$ cat src/rtl/mdio_pkg.sv
package mdio_pkg;
  localparam int FRAME_BITS = 64;
  localparam int BIT_W      = $clog2(FRAME_BITS);
  localparam int WORD_W     = 16;
  localparam int HALF_W     = 6;
  localparam int TA_FIRST   = FRAME_BITS - WORD_W - 2;
  localparam int DATA_FIRST = FRAME_BITS - WORD_W;
  localparam int PRE_BITS   = 32;

  typedef struct packed {
    logic [4:0] phy;
    logic [4:0] regidx;
    logic [2:0] rate;
    logic       wr;
  } mdio_cmd_t;

  // Half of the MDC period in system clocks; reserved codes use the slowest rate.
  function automatic logic [HALF_W-1:0] half_period(input logic [2:0] code);
    case (code)
      3'd0:    half_period = HALF_W'(21);
      3'd1:    half_period = HALF_W'(31);
      3'd2:    half_period = HALF_W'(8);
      3'd3:    half_period = HALF_W'(13);
      default: half_period = HALF_W'(51);
    endcase
  endfunction
endpackage

$ cat src/rtl/mdio_regs.sv
module mdio_regs
  import mdio_pkg::*;
(
  input  logic              clk,
  input  logic              rst_n,
  input  logic              cfg_we,
  input  logic              cfg_sel,
  input  logic [31:0]       cfg_wdata,
  input  logic              done,
  input  logic              rd_shift,
  input  logic              rd_bit,
  output mdio_cmd_t         cmd,
  output logic              busy,
  output logic              start,
  output logic [WORD_W-1:0] data_q
);
  mdio_cmd_t         cmd_d;
  logic              busy_d;
  logic [WORD_W-1:0] data_d;
  logic              wr_ok;

  assign wr_ok = cfg_we && !busy;
  assign start = wr_ok && !cfg_sel && cfg_wdata[0];

  always_comb begin
    cmd_d  = cmd;
    busy_d = busy;
    data_d = data_q;
    if (wr_ok) begin
      if (!cfg_sel) begin
        cmd_d.phy    = cfg_wdata[15:11];
        cmd_d.regidx = cfg_wdata[10:6];
        cmd_d.rate   = cfg_wdata[4:2];
        cmd_d.wr     = cfg_wdata[1];
        busy_d       = cfg_wdata[0];
      end else begin
        data_d = cfg_wdata[WORD_W-1:0];
      end
    end
    if (rd_shift) data_d = {data_q[WORD_W-2:0], rd_bit};
    if (done)     busy_d = 1'b0;
  end

  always_ff @(posedge clk or negedge rst_n) begin
    if (!rst_n) begin
      cmd    <= '0;
      busy   <= 1'b0;
      data_q <= '0;
    end else begin
      cmd    <= cmd_d;
      busy   <= busy_d;
      data_q <= data_d;
    end
  end
endmodule

$ cat src/rtl/mdio_clkgen.sv
module mdio_clkgen
  import mdio_pkg::*;
(
  input  logic              clk,
  input  logic              rst_n,
  input  logic              run,
  input  logic              start,
  input  logic [HALF_W-1:0] half,
  output logic              mdc,
  output logic              rise,
  output logic              fall
);
  logic [HALF_W-1:0] cnt, cnt_d;
  logic              mdc_d;
  logic              term;

  assign term = run && (cnt == half - HALF_W'(1));
  assign rise = term && !mdc;
  assign fall = term && mdc;

  always_comb begin
    cnt_d = cnt;
    mdc_d = mdc;
    if (start || !run) begin
      cnt_d = '0;
      mdc_d = 1'b0;
    end else if (term) begin
      cnt_d = '0;
      mdc_d = !mdc;
    end else begin
      cnt_d = cnt + HALF_W'(1);
    end
  end

  always_ff @(posedge clk or negedge rst_n) begin
    if (!rst_n) begin
      cnt <= '0;
      mdc <= 1'b0;
    end else begin
      cnt <= cnt_d;
      mdc <= mdc_d;
    end
  end
endmodule

$ cat src/rtl/mdio_shifter.sv
module mdio_shifter
  import mdio_pkg::*;
(
  input  logic                  clk,
  input  logic                  rst_n,
  input  logic                  start,
  input  logic [FRAME_BITS-1:0] frame,
  input  logic                  busy,
  input  logic                  is_read,
  input  logic                  rise,
  input  logic                  fall,
  output logic                  mdio_o,
  output logic                  mdio_oe,
  output logic                  done,
  output logic                  sample
);
  logic [FRAME_BITS-1:0] sh, sh_d;
  logic [BIT_W-1:0]      bitcnt, bitcnt_d;
  logic                  released;

  assign released = is_read && (bitcnt >= BIT_W'(TA_FIRST));
  assign done     = fall && (bitcnt == BIT_W'(FRAME_BITS - 1));
  assign sample   = rise && is_read && (bitcnt >= BIT_W'(DATA_FIRST));
  assign mdio_o   = busy ? sh[FRAME_BITS-1] : 1'b1;
  assign mdio_oe  = busy && !released;

  always_comb begin
    sh_d     = sh;
    bitcnt_d = bitcnt;
    if (start) begin
      sh_d     = frame;
      bitcnt_d = '0;
    end else if (fall) begin
      sh_d     = {sh[FRAME_BITS-2:0], 1'b1};
      bitcnt_d = bitcnt + BIT_W'(1);
    end
  end

  always_ff @(posedge clk or negedge rst_n) begin
    if (!rst_n) begin
      sh     <= '0;
      bitcnt <= '0;
    end else begin
      sh     <= sh_d;
      bitcnt <= bitcnt_d;
    end
  end
endmodule

$ cat src/rtl/mdio_master.sv
module mdio_master
  import mdio_pkg::*;
(
  input  logic        clk,
  input  logic        rst_n,
  input  logic        cfg_we,
  input  logic        cfg_sel,
  input  logic [31:0] cfg_wdata,
  output logic [31:0] ctrl_rdata,
  output logic [31:0] data_rdata,
  output logic        mdc,
  output logic        mdio_o,
  output logic        mdio_oe,
  input  logic        mdio_i
);
  logic                  rst_meta, rst_sync_n;
  mdio_cmd_t             cmd;
  logic                  busy, start, done, sample, rise, fall;
  logic [WORD_W-1:0]     data_q;
  logic [FRAME_BITS-1:0] frame;
  logic                  go_wr;

  always_ff @(posedge clk or negedge rst_n) begin
    if (!rst_n) begin
      rst_meta   <= 1'b0;
      rst_sync_n <= 1'b0;
    end else begin
      rst_meta   <= 1'b1;
      rst_sync_n <= rst_meta;
    end
  end

  assign go_wr = cfg_wdata[1];
  assign frame = {{PRE_BITS{1'b1}}, 2'b01,
                  go_wr ? 2'b01 : 2'b10,
                  cfg_wdata[15:11], cfg_wdata[10:6],
                  go_wr ? 2'b10 : 2'b11,
                  data_q};

  mdio_regs u_regs (
    .clk(clk), .rst_n(rst_sync_n), .cfg_we(cfg_we), .cfg_sel(cfg_sel),
    .cfg_wdata(cfg_wdata), .done(done), .rd_shift(sample), .rd_bit(mdio_i),
    .cmd(cmd), .busy(busy), .start(start), .data_q(data_q)
  );

  mdio_clkgen u_clk (
    .clk(clk), .rst_n(rst_sync_n), .run(busy), .start(start),
    .half(half_period(cmd.rate)), .mdc(mdc), .rise(rise), .fall(fall)
  );

  mdio_shifter u_shf (
    .clk(clk), .rst_n(rst_sync_n), .start(start), .frame(frame), .busy(busy),
    .is_read(!cmd.wr), .rise(rise), .fall(fall), .mdio_o(mdio_o),
    .mdio_oe(mdio_oe), .done(done), .sample(sample)
  );

  assign ctrl_rdata = {16'h0000, cmd.phy, cmd.regidx, 1'b0, cmd.rate, cmd.wr, busy};
  assign data_rdata = {16'h0000, data_q};
endmodule

$ cat config.mk
export PLATFORM = sky130hd
export DESIGN_NAME = mdio_master
export DESIGN_NICKNAME = d
export VERILOG_FILES = /design/src/rtl/mdio_pkg.sv /design/src/rtl/mdio_regs.sv /design/src/rtl/mdio_clkgen.sv /design/src/rtl/mdio_shifter.sv /design/src/rtl/mdio_master.sv
export SDC_FILE = /design/constraint.sdc
export NUM_CORES = 1
export LEC_CHECK = 0
export ABC_AREA = 1
export BUFFER_PORTS_ARGS = -buffer_cell sky130_fd_sc_hd__clkbuf_2
export CAP_MARGIN = 20
export CORE_AREA = 2 2 116 118
export DETAILED_ROUTE_END_ITERATION = 10
export DIE_AREA = 0 0 118 120
export PLACE_DENSITY = 0.68
export SYNTH_ARGS = -nofsm -noshare
export SYNTH_HDL_FRONTEND = slang
export SYNTH_HIERARCHICAL = 1
export SYNTH_SLANG_ARGS = --single-unit
$ cat constraint.sdc
create_clock -name clk -period 3 [get_ports clk]
set_input_delay 0.6 -clock clk [delete_from_list [all_inputs] [get_ports clk]]
set_output_delay 0.6 -clock clk [all_outputs]
set_load 0.005 [all_outputs]
# After elaboration in Yosys (flattened, before gate mapping)
# Cells that the tools add are included.
# word_totals
ram_bits	0
register_bits	110
mem_bits_ro	0
mem_count	0
latch_bits	0
in_bits	37
out_inout_bits	67
wordCells	68
# classes
magnitude_cmp	2
div	0
n_addsub	3
reduce_logical	26
multipliers	0
n_shift	0
muxes	18
n_bitwise	1
eq_ne	6
# ops
operator	n
64-bit 2-to-1 mux	2
16-bit 2-to-1 mux	3
6-bit 2-to-1 mux	4
6-bit one-hot mux with 4 select lines	1
6-bit by 1-bit adder with 6-bit output (second input constant)	2
6-bit >= comparator (second input constant)	2
1-bit logical AND	11
2-bit nonzero test	5
1-bit 2-to-1 mux	7
3-bit by 2-bit equality test with 1-bit output (second input constant)	2
6-bit equality test	1
6-bit equality test (second input constant)	1
2-bit AND reduction	3
6-bit by 1-bit subtractor with 6-bit output (second input constant)	1
1-bit logical NOT	5
3-bit by 1-bit equality test with 1-bit output (second input constant)	1
3-bit logical NOT	1
2-bit 2-to-1 mux	1
2-bit by 1-bit inequality test with 1-bit output (second input constant)	1
1-bit logical OR	1
1-bit inverter	1

# Longest topological paths before layout
# Gate-level depths: netlist of the first run.
# depth
ltp_word	10
mapped_depth	20
depth_no_buf	20

# By module
# Netlist of the first run, hierarchy kept.
# modules_own_cells
mod	instances	seq_area_each_um2	area_each_um2	cells_each
mdio_shifter	1	1751.7	3169.3	338
mdio_regs	1	775.7	1491.4	181
mdio_clkgen	1	175.2	626.9	107
mdio_master	1	50.0	367.9	51

# Worst setup path before layout of the first run
# No wires, ideal clock.
# synth_path
path_type	flip-flop to flip-flop
start	reg u_regs/cmd[3] (netlist name)
end	reg u_shf.sh[33]
path_slack_ns	0.651
stages_incl_launch_ff	17
path_buffers	2
setup_time_ns	0.130
synth_period_minus_slack_ns	2.349
t_arrival_ns	2.219
required_time_ns	2.870
path_cell_list	dfrtp_1 > inv_2 > nand3b_1 > inv_1 > ha_1 > nand2_1 > nand2_1 > inv_1 > nand3_1 > nor2_1 > nand3_2 > nor2_1 > nor2_2 > buf_6 > buf_4 > nand2_1 > o211ai_1
# synth_via
elab_chain_len	7
word_cells_on_any_way	10
cone_classes	1 x add/sub; 4 x eq/ne; 1 x mux; 4 x reduce/logical
# synth_lines
item	line_no	source
3-bit by 2-bit equality test with 1-bit output, or another cell as far along	mdio_pkg.sv:19	case (code)
6-bit one-hot mux with 4 select lines *	mdio_pkg.sv:19	
6-bit by 1-bit subtractor with 6-bit output *	mdio_clkgen.sv:17	assign term = run && (cnt == half - HALF_W'(1));
6-bit equality test *	mdio_clkgen.sv:17	
1-bit logical AND *	mdio_clkgen.sv:17	
1-bit logical AND *	mdio_clkgen.sv:19	assign fall = term && mdc;
named net fall	mdio_master.sv:18	logic busy, start, done, sample, rise, fall;
2-bit nonzero test (no line) *	n/a	
end signal, assigned	mdio_shifter.sv:41	sh <= '0;
end signal, assigned	mdio_shifter.sv:44	sh <= sh_d;
end, declared	mdio_shifter.sv:17	logic [FRAME_BITS-1:0] sh, sh_d;
# Mark *: on every way through the listed nets, which the timed path passes. The rest lies on a longest branch.
# A chain may end at the register's enable or synchronous reset.

# Final worst setup path of the first run
# layout_path
start	reg u_regs/cmd[3] (netlist name)
end	reg u_shf.bitcnt[5]
# layout_via
elab_chain_len	7
word_cells_on_any_way	10
cone_classes	1 x add/sub; 4 x eq/ne; 1 x mux; 4 x reduce/logical
# layout_lines
item	line_no	source
3-bit by 2-bit equality test with 1-bit output, or another cell as far along	mdio_pkg.sv:19	
6-bit one-hot mux with 4 select lines *	mdio_pkg.sv:19	
6-bit by 1-bit subtractor with 6-bit output *	mdio_clkgen.sv:17	
6-bit equality test *	mdio_clkgen.sv:17	
1-bit logical AND *	mdio_clkgen.sv:17	
1-bit logical AND *	mdio_clkgen.sv:19	
named net fall	mdio_master.sv:18	
2-bit nonzero test (no line) *	n/a	
end signal, assigned	mdio_shifter.sv:45	bitcnt <= bitcnt_d;
end, declared	mdio_shifter.sv:18	logic [BIT_W-1:0] bitcnt, bitcnt_d;
# Marked as above.

==> results.json, run 1 <==
{
  "report.final.slew_viol_count": 0,
  "finalClockSkew_ns": 0.01106,
  "required_ns": 3.28,
  "finalSetupViolCount": 0,
  "arrival_ns": 2.91,
  "grt_antenna_before_repair": 0,
  "seqPwrFrac": 0.479,
  "outcome": "finished, final reports clean",
  "n_fill_cell": 1280,
  "vias": 4381,
  "clk_latency_ns": 0.35,
  "root_buffer": "clkbuf_16",
  "die_h_um": 120,
  "syn_avg_cell_area_um2": 8.354,
  "maxCapViolations": 0,
  "dpl_cell_area_um2": 6040,
  "peakVddDrop_mv": 0.3153,
  "reg2reg_depth": 19,
  "synth_area_um2": 5655,
  "routedWlPerCell_um": 12.72,
  "grt_pass1_wl_mm": 20.20,
  "first_global_vias": 4014,
  "dp_hpwl_mm": 8.006,
  "finalCritPeriodShare": 0.8779,
  "setup.worst_path.end_class": "flip-flop",
  "startpoint_type": "flip-flop",
  "antenna_cells": 0,
  "p_leak_nw": 3.239,
  "clock-sinks": 110,
  "min_period_ns": 2.634,
  "pwr-share-comb": 0.287,
  "cts_max_level": 3,
  "clkPwrFrac": 0.234,
  "worst_slew_pin_slew_ns": 0.7284,
  "grtUsageTotal": 0.1749,
  "fmax_ghz": 0.3797,
  "crit_end": "u_shf/bitcnt[5]$_DFFE_PN0P_",
  "place.port_buffers": 54,
  "path_class": "flip-flop to flip-flop",
  "cts_hold_buf": 0,
  "drive_gt1_frac": 0.1502,
  "area_growth_pct": 11.88,
  "slew_headroom": 0.5144,
  "cts_made_buffers": 9,
  "core_region_area_um2": 12980,
  "fp.dieArea_um2": 14160,
  "dr.pass1.iters": 4,
  "yosysTopAreaCell": "dfrtp_1",
  "timing.rr.end": "u_shf/bitcnt[5]$_DFFE_PN0P_",
  "clk_path_buf_depth": 2,
  "synth_top_cell_area_share": 0.4867,
  "cts_tree": "done",
  "gp_congestion": 0.8092,
  "setup_tns_ns": 0,
  "switching_share": 0.3461,
  "layout_commonest_cell": "nand2_1",
  "startpoint": "u_regs/cmd[3]$_DFFE_PN0P_",
  "drtAntennaViolNets": 0,
  "critPathMaxFanout": 19,
  "drt_iter0_drc": 220,
  "grt_max_degree": 64,
  "rrSetupSlack_ns": 0.37,
  "design_area_um2": 6327,
  "fp.dieW_um": 118,
  "reg2reg_from": "u_regs/cmd[3]$_DFFE_PN0P_",
  "final_cell_mix": "nand2_1 (204), dfrtp_1 (109), inv_1 (97)",
  "clk_pin_slew_ns": 0.08,
  "hold_path_class": "primary input to asynchronous set/reset pin",
  "powerDensity_nw_per_um2": 772.5,
  "internal_power_mw": 3.197,
  "finalWirelength_mm": 11.90,
  "synth.distinct_cells": 36,
  "ys_top_cells_by_area": "dfrtp_1 (49%), nand2_1 (14%), inv_1 (6.4%)",
  "drc": 0,
  "switchingPower_mw": 1.692,
  "netlist_instances": 677,
  "ys_seq_area_frac": 0.4867,
  "grt-ovfl-total": 0,
  "nets": 795,
  "row_count": 42,
  "routed_via_density": 4.686,
  "rsz0062_at_grt": "no",
  "ios": 104,
  "yosysWarnings": 6,
  "start_util": 0.4357,
  "hold_viol_final": 0,
  "ys_ff_latch": 110
}
[routing by layer]
metal	share of wire	global-route usage
met5	0	0
met1	0.49	0.2630
met3	0.035	0.02091
met2	0.46	0.2613
met4	0.019	0.06099
[cell type report]
class | count | area (um2) | area share
timing repair buffer | 63 | 362.8 | 0.05735
tap | 176 | 220.2 | 0.03480
sequential | 110 | 2756 | 0.4356
multi-input combinational | 465 | 2306 | 0.3644
inverter | 105 | 396.6 | 0.06269
clock inverter | 5 | 42.54 | 0.006723
clock buffer | 11 | 242.7 | 0.03836
[sequential cells by signal (all words and copies together), names as in the netlist]
register       flops
rst_meta           1
rst_sync_n         1
u_clk/cnt          6
u_clk/mdc          1
u_regs/busy        1
u_regs/cmd        14
u_regs/data_q     16
u_shf/bitcnt       6
u_shf/sh          64
[metrics by stage]
step	utilization	hold WS (ns)	setup WS (ns)	power, mW	instances
after detailed placement	0.4653	0.3428	0.2555	3.785	919
after floorplan	-	0.3044	0.6509	3.352	744
after global placement	0.4653	0.3340	0.3017	3.738	919
after global routing	0.4875	0.01471	0.08684	5.256	935
after CTS	0.4873	0.01539	0.2228	4.936	935
final	0.4875	0.02219	0.3663	4.888	935
[cell usage after synthesis (all sizes together)]
cell type	count
nor3	1
xnor2	2
dfrtp	110
buf	57
nor2	32
nand4	4
nand2	214
o211ai	15
or2	1
conb	2
inv	105
a21oi	5
xor2	3
nand3	33
a31oi	1
ha	4
nand3b	1
o221ai	38
a22oi	6
clkbuf	7
o21ai	36
[power groups by stage]
stage	sequential (mW)	combinational, mW	clock (mW)
3_3_place_gp	2.35	1.38	0
6_report	2.34	1.40	1.14
2_1_floorplan	2.30	1.05	0
5_1_grt	2.40	1.61	1.24
4_1_cts	2.34	1.42	1.17
3_5_place_dp	2.37	1.41	0
[cell families after synthesis]
family,count (synthesis),share of synthesized area
xor gates and xnor gates,5,0.007745
other,2,0.001328
and+or+nand+nor,286,0.2157
DFF,110,0.4867
adders and majority gates,4,0.008850
AOI/OAI and AO/OA,101,0.1274
buffers and inverters,169,0.1522
[critical path, stage by stage, from the launching register on]
cell and delay [ns]:
dfrtp_1 0.43, inv_2 0.12, nand3b_1 0.10, inv_1 0.13
ha_1 0.22, inv_1 0.05, nand2_1 0.09, nand2_1 0.07
nand2_1 0.06, nand2_1 0.06, nor2_1 0.11, nand3_2 0.15
nor2_2 0.26, nor2_2 0.07, buf_4 0.23, nor2_8 0.14
nand4_2 0.08, nand2_1 0.07, inv_1 0.04, nor2_2 0.07
[how the worst min path moves through the flow]
stage,end,depth (start not counted)
6_report,rst_sync_n$_DFF_PN0_,1
5_1_grt,rst_sync_n$_DFF_PN0_,1
4_1_cts,rst_sync_n$_DFF_PN0_,1
3_5_place_dp,rst_sync_n$_DFF_PN0_,0
3_3_place_gp,rst_sync_n$_DFF_PN0_,0
2_1_floorplan,rst_meta$_DFF_PN0_,0
[repair_timing]
action	in CTS	in global routing
buffers inserted	0	0
endpoints found under the hold margin	0	0
gates resized for setup	0	1
endpoints found under the setup margin	0	2
Note: power is estimated with default switching activity, not from simulation.
==> run 2, diff against run 1 <==
Settings changed: PLACE_DENSITY 0.68 to 0.72.
==> run 2 against run 1 <==
Compared with the run above: worst hold slack gained 0.0016 ns; largest cell class unchanged; critical endpoint is now u_regs/data_q[11]$_DFFE_PN0P_; highest routed layer unchanged; routed wire length shrank 1.5%; non-clock buffer count grew 4; clock skew grew 0.00099 ns; critical path depth shrank 1; cell count grew 0.32%; die area is the same; register-to-register slack lost 0.04 ns.
==> results.json, run 2 (synthesized netlist as in run 1, its figures left out) <==
{
  "cts_tree": "done",
  "pwr-share-comb": 0.285,
  "placedCellCount": 923,
  "largest-register": "u_shf/sh",
  "p_leak_nw": 3.256,
  "min_period_ns": 2.677,
  "grt_max_degree": 64,
  "setup.worst_path.end_class": "flip-flop",
  "drc": 0,
  "grt-ovfl-total": 0,
  "crit_path_max_incr_delay_ns": 0.44,
  "critPathTopFamily": "simple AND/OR/NAND/NOR gates",
  "crit_top_cell": "nand2_1",
  "hold_viol_final": 0,
  "finalCritPeriodShare": 0.8922,
  "seqPwrFrac": 0.477,
  "fp.dieW_um": 118,
  "routed_via_density": 4.673,
  "finalClockSkew_ns": 0.01206,
  "rsz0062_at_grt": "no",
  "dr.pass1.iters": 4,
  "core_region_area_um2": 12980,
  "clk_path_buf_depth": 2,
  "place.port_buffers": 54,
  "layout_commonest_cell": "nand2_1",
  "slew_headroom": 0.4656,
  "post_cts_buffers": 0,
  "powerDensity_nw_per_um2": 772.5,
  "root_buffer": "clkbuf_16",
  "largest_register_ffs": 64,
  "finalSetupViolCount": 0,
  "start_util": 0.4357,
  "drtAntennaViolNets": 0,
  "drive_gt1_frac": 0.1522,
  "pre_cts_slack_ns": 0.3533,
  "gp_congestion": 0.8112,
  "switching_share": 0.3381,
  "switchingPower_mw": 1.661,
  "clock-sinks": 110,
  "peakVddDrop_mv": 0.3610,
  "stdcell_count": 938,
  "ios": 104,
  "drt_iter0_drc": 292,
  "cts_max_level": 3,
  "cp_num_buf_inv": 4,
  "cpMaxStageDelayCell": "dfrtp_1",
  "grtUsageTotal": 0.1780,
  "area_growth_pct": 12.48,
  "cts_made_buffers": 9,
  "dp_hpwl_mm": 8.129,
  "report.final.slew_viol_count": 0,
  "path_cells": "inv_2, nand3b_1, inv_1, ha_1, inv_1, nand2_1, nand2_1, nand2_1, nand2_1, nor2_1, nand3_2, nor2_1, nand2_1, nor2_2, inv_2, nand2_4, nand2_1, nand2_1",
  "first_global_vias": 4274,
  "antenna_cells": 0,
  "die_h_um": 120,
  "grt_antenna_before_repair": 0,
  "fp.dieArea_um2": 14160,
  "maxCapViolations": 0,
  "nets": 799,
  "clkPwrFrac": 0.238,
  "arrival_ns": 2.96,
  "setup_ws_ns": 0.3235,
  "total_power_mw": 4.914,
  "required_ns": 3.29,
  "clk_pin_slew_ns": 0.07,
  "vias": 4383,
  "worst_slew_pin_slew_ns": 0.8016,
  "routedWlPerCell_um": 12.49,
  "row_count": 42,
  "final_cell_mix": "nand2_1 (204), dfrtp_1 (109), inv_1 (97)",
  "hold_path_class": "primary input to asynchronous set/reset pin",
  "setup_tns_ns": 0,
  "path_class": "flip-flop to flip-flop",
  "finalWirelength_mm": 11.72,
  "grt_pass1_wl_mm": 20.45,
  "startpoint_type": "flip-flop",
  "fmax_ghz": 0.3736,
  "outcome": "finished, final reports clean",
  "internal_power_mw": 3.253,
  "critPathMaxFanout": 18,
  "top_regs": "u_shf/sh: 64 flops, u_regs/data_q: 16 flops, u_regs/cmd: 14 flops",
  "clk_latency_ns": 0.35
}
run 2: cell count changes in the layout (fill, tap and decap cells not counted), sizes merged:
cell      change
clkinv        -2
bufinv        +1
clkinvlp      +1
buf           +4
clkbuf        -1
run 2: worst paths after layout:
| path | from | end | slack, ns | cells past startpoint |
|---|---|---|---|---|
| worst max register to register | u_regs/cmd[3]$_DFFE_PN0P_ | u_regs/data_q[11]$_DFFE_PN0P_ | 0.32 | 18 |
| worst min-delay path | rst_n | rst_sync_n$_DFF_PN0_ | 0.02 | 1 |
| worst min register to register | rst_meta$_DFF_PN0_ | rst_sync_n$_DFF_PN0_ | 0.36 | 0 |
| min in group clk | rst_meta$_DFF_PN0_ | rst_sync_n$_DFF_PN0_ | 0.36 | 0 |
| worst max-delay path | u_regs/cmd[3]$_DFFE_PN0P_ | u_regs/data_q[11]$_DFFE_PN0P_ | 0.32 | 18 |
| max in group asynchronous | rst_sync_n$_DFF_PN0_ | u_shf/sh[56]$_DFFE_PN0P_ | 1.72 | 1 |
run 2: repair_timing:
item,in CTS,in global routing
resized for setup,0,1
endpoints found under the setup margin,0,1
hold buffers,0,0
run 2: metal layers:
| metal | GRT usage | part of all wire | up-vias |
|---|---|---|---|
| met1 | 0.2461 | 0.46 | 2057 |
| met3 | 0.03375 | 0.044 | 9 |
| met4 | 0.05271 | 0.0097 | 0 |
| met5 | 0 | 0 | - |
| li1 | - | - | 2217 |
| met2 | 0.2860 | 0.48 | 100 |
run 2: through the flow:
stage / util / instance area (um2) / hold slack, ns
floorplan: - / 5908 / 0.3044
global placement: 0.4676 / 6070 / 0.3351
detailed placement: 0.4676 / 6070 / 0.3452
CTS: 0.4898 / 6357 / 0.01555
global route: 0.4901 / 6361 / 0.01406
finish: 0.4901 / 6361 / 0.02375
run 2: final cells by class:
cell class,count,area (um2)
Clock buffer,10,229.0
Clock inverter,5,58.81
Fill cell,1246,6619
Inverter,105,396.6
Multi-Input combinational cell,465,2303
Sequential cell,110,2756
Tap cell,176,220.2
Timing Repair Buffer,67,396.6
run 2: power by group through the flow:
stage | Clock (mW) | Sequential (mW) | Combinational (mW)
after global placement | 0 | 2.35 | 1.38
final | 1.17 | 2.34 | 1.40
after detailed placement | 0 | 2.37 | 1.41
after global routing | 1.26 | 2.42 | 1.62
after CTS | 1.21 | 2.34 | 1.42
after floorplan | 0 | 2.30 | 1.05
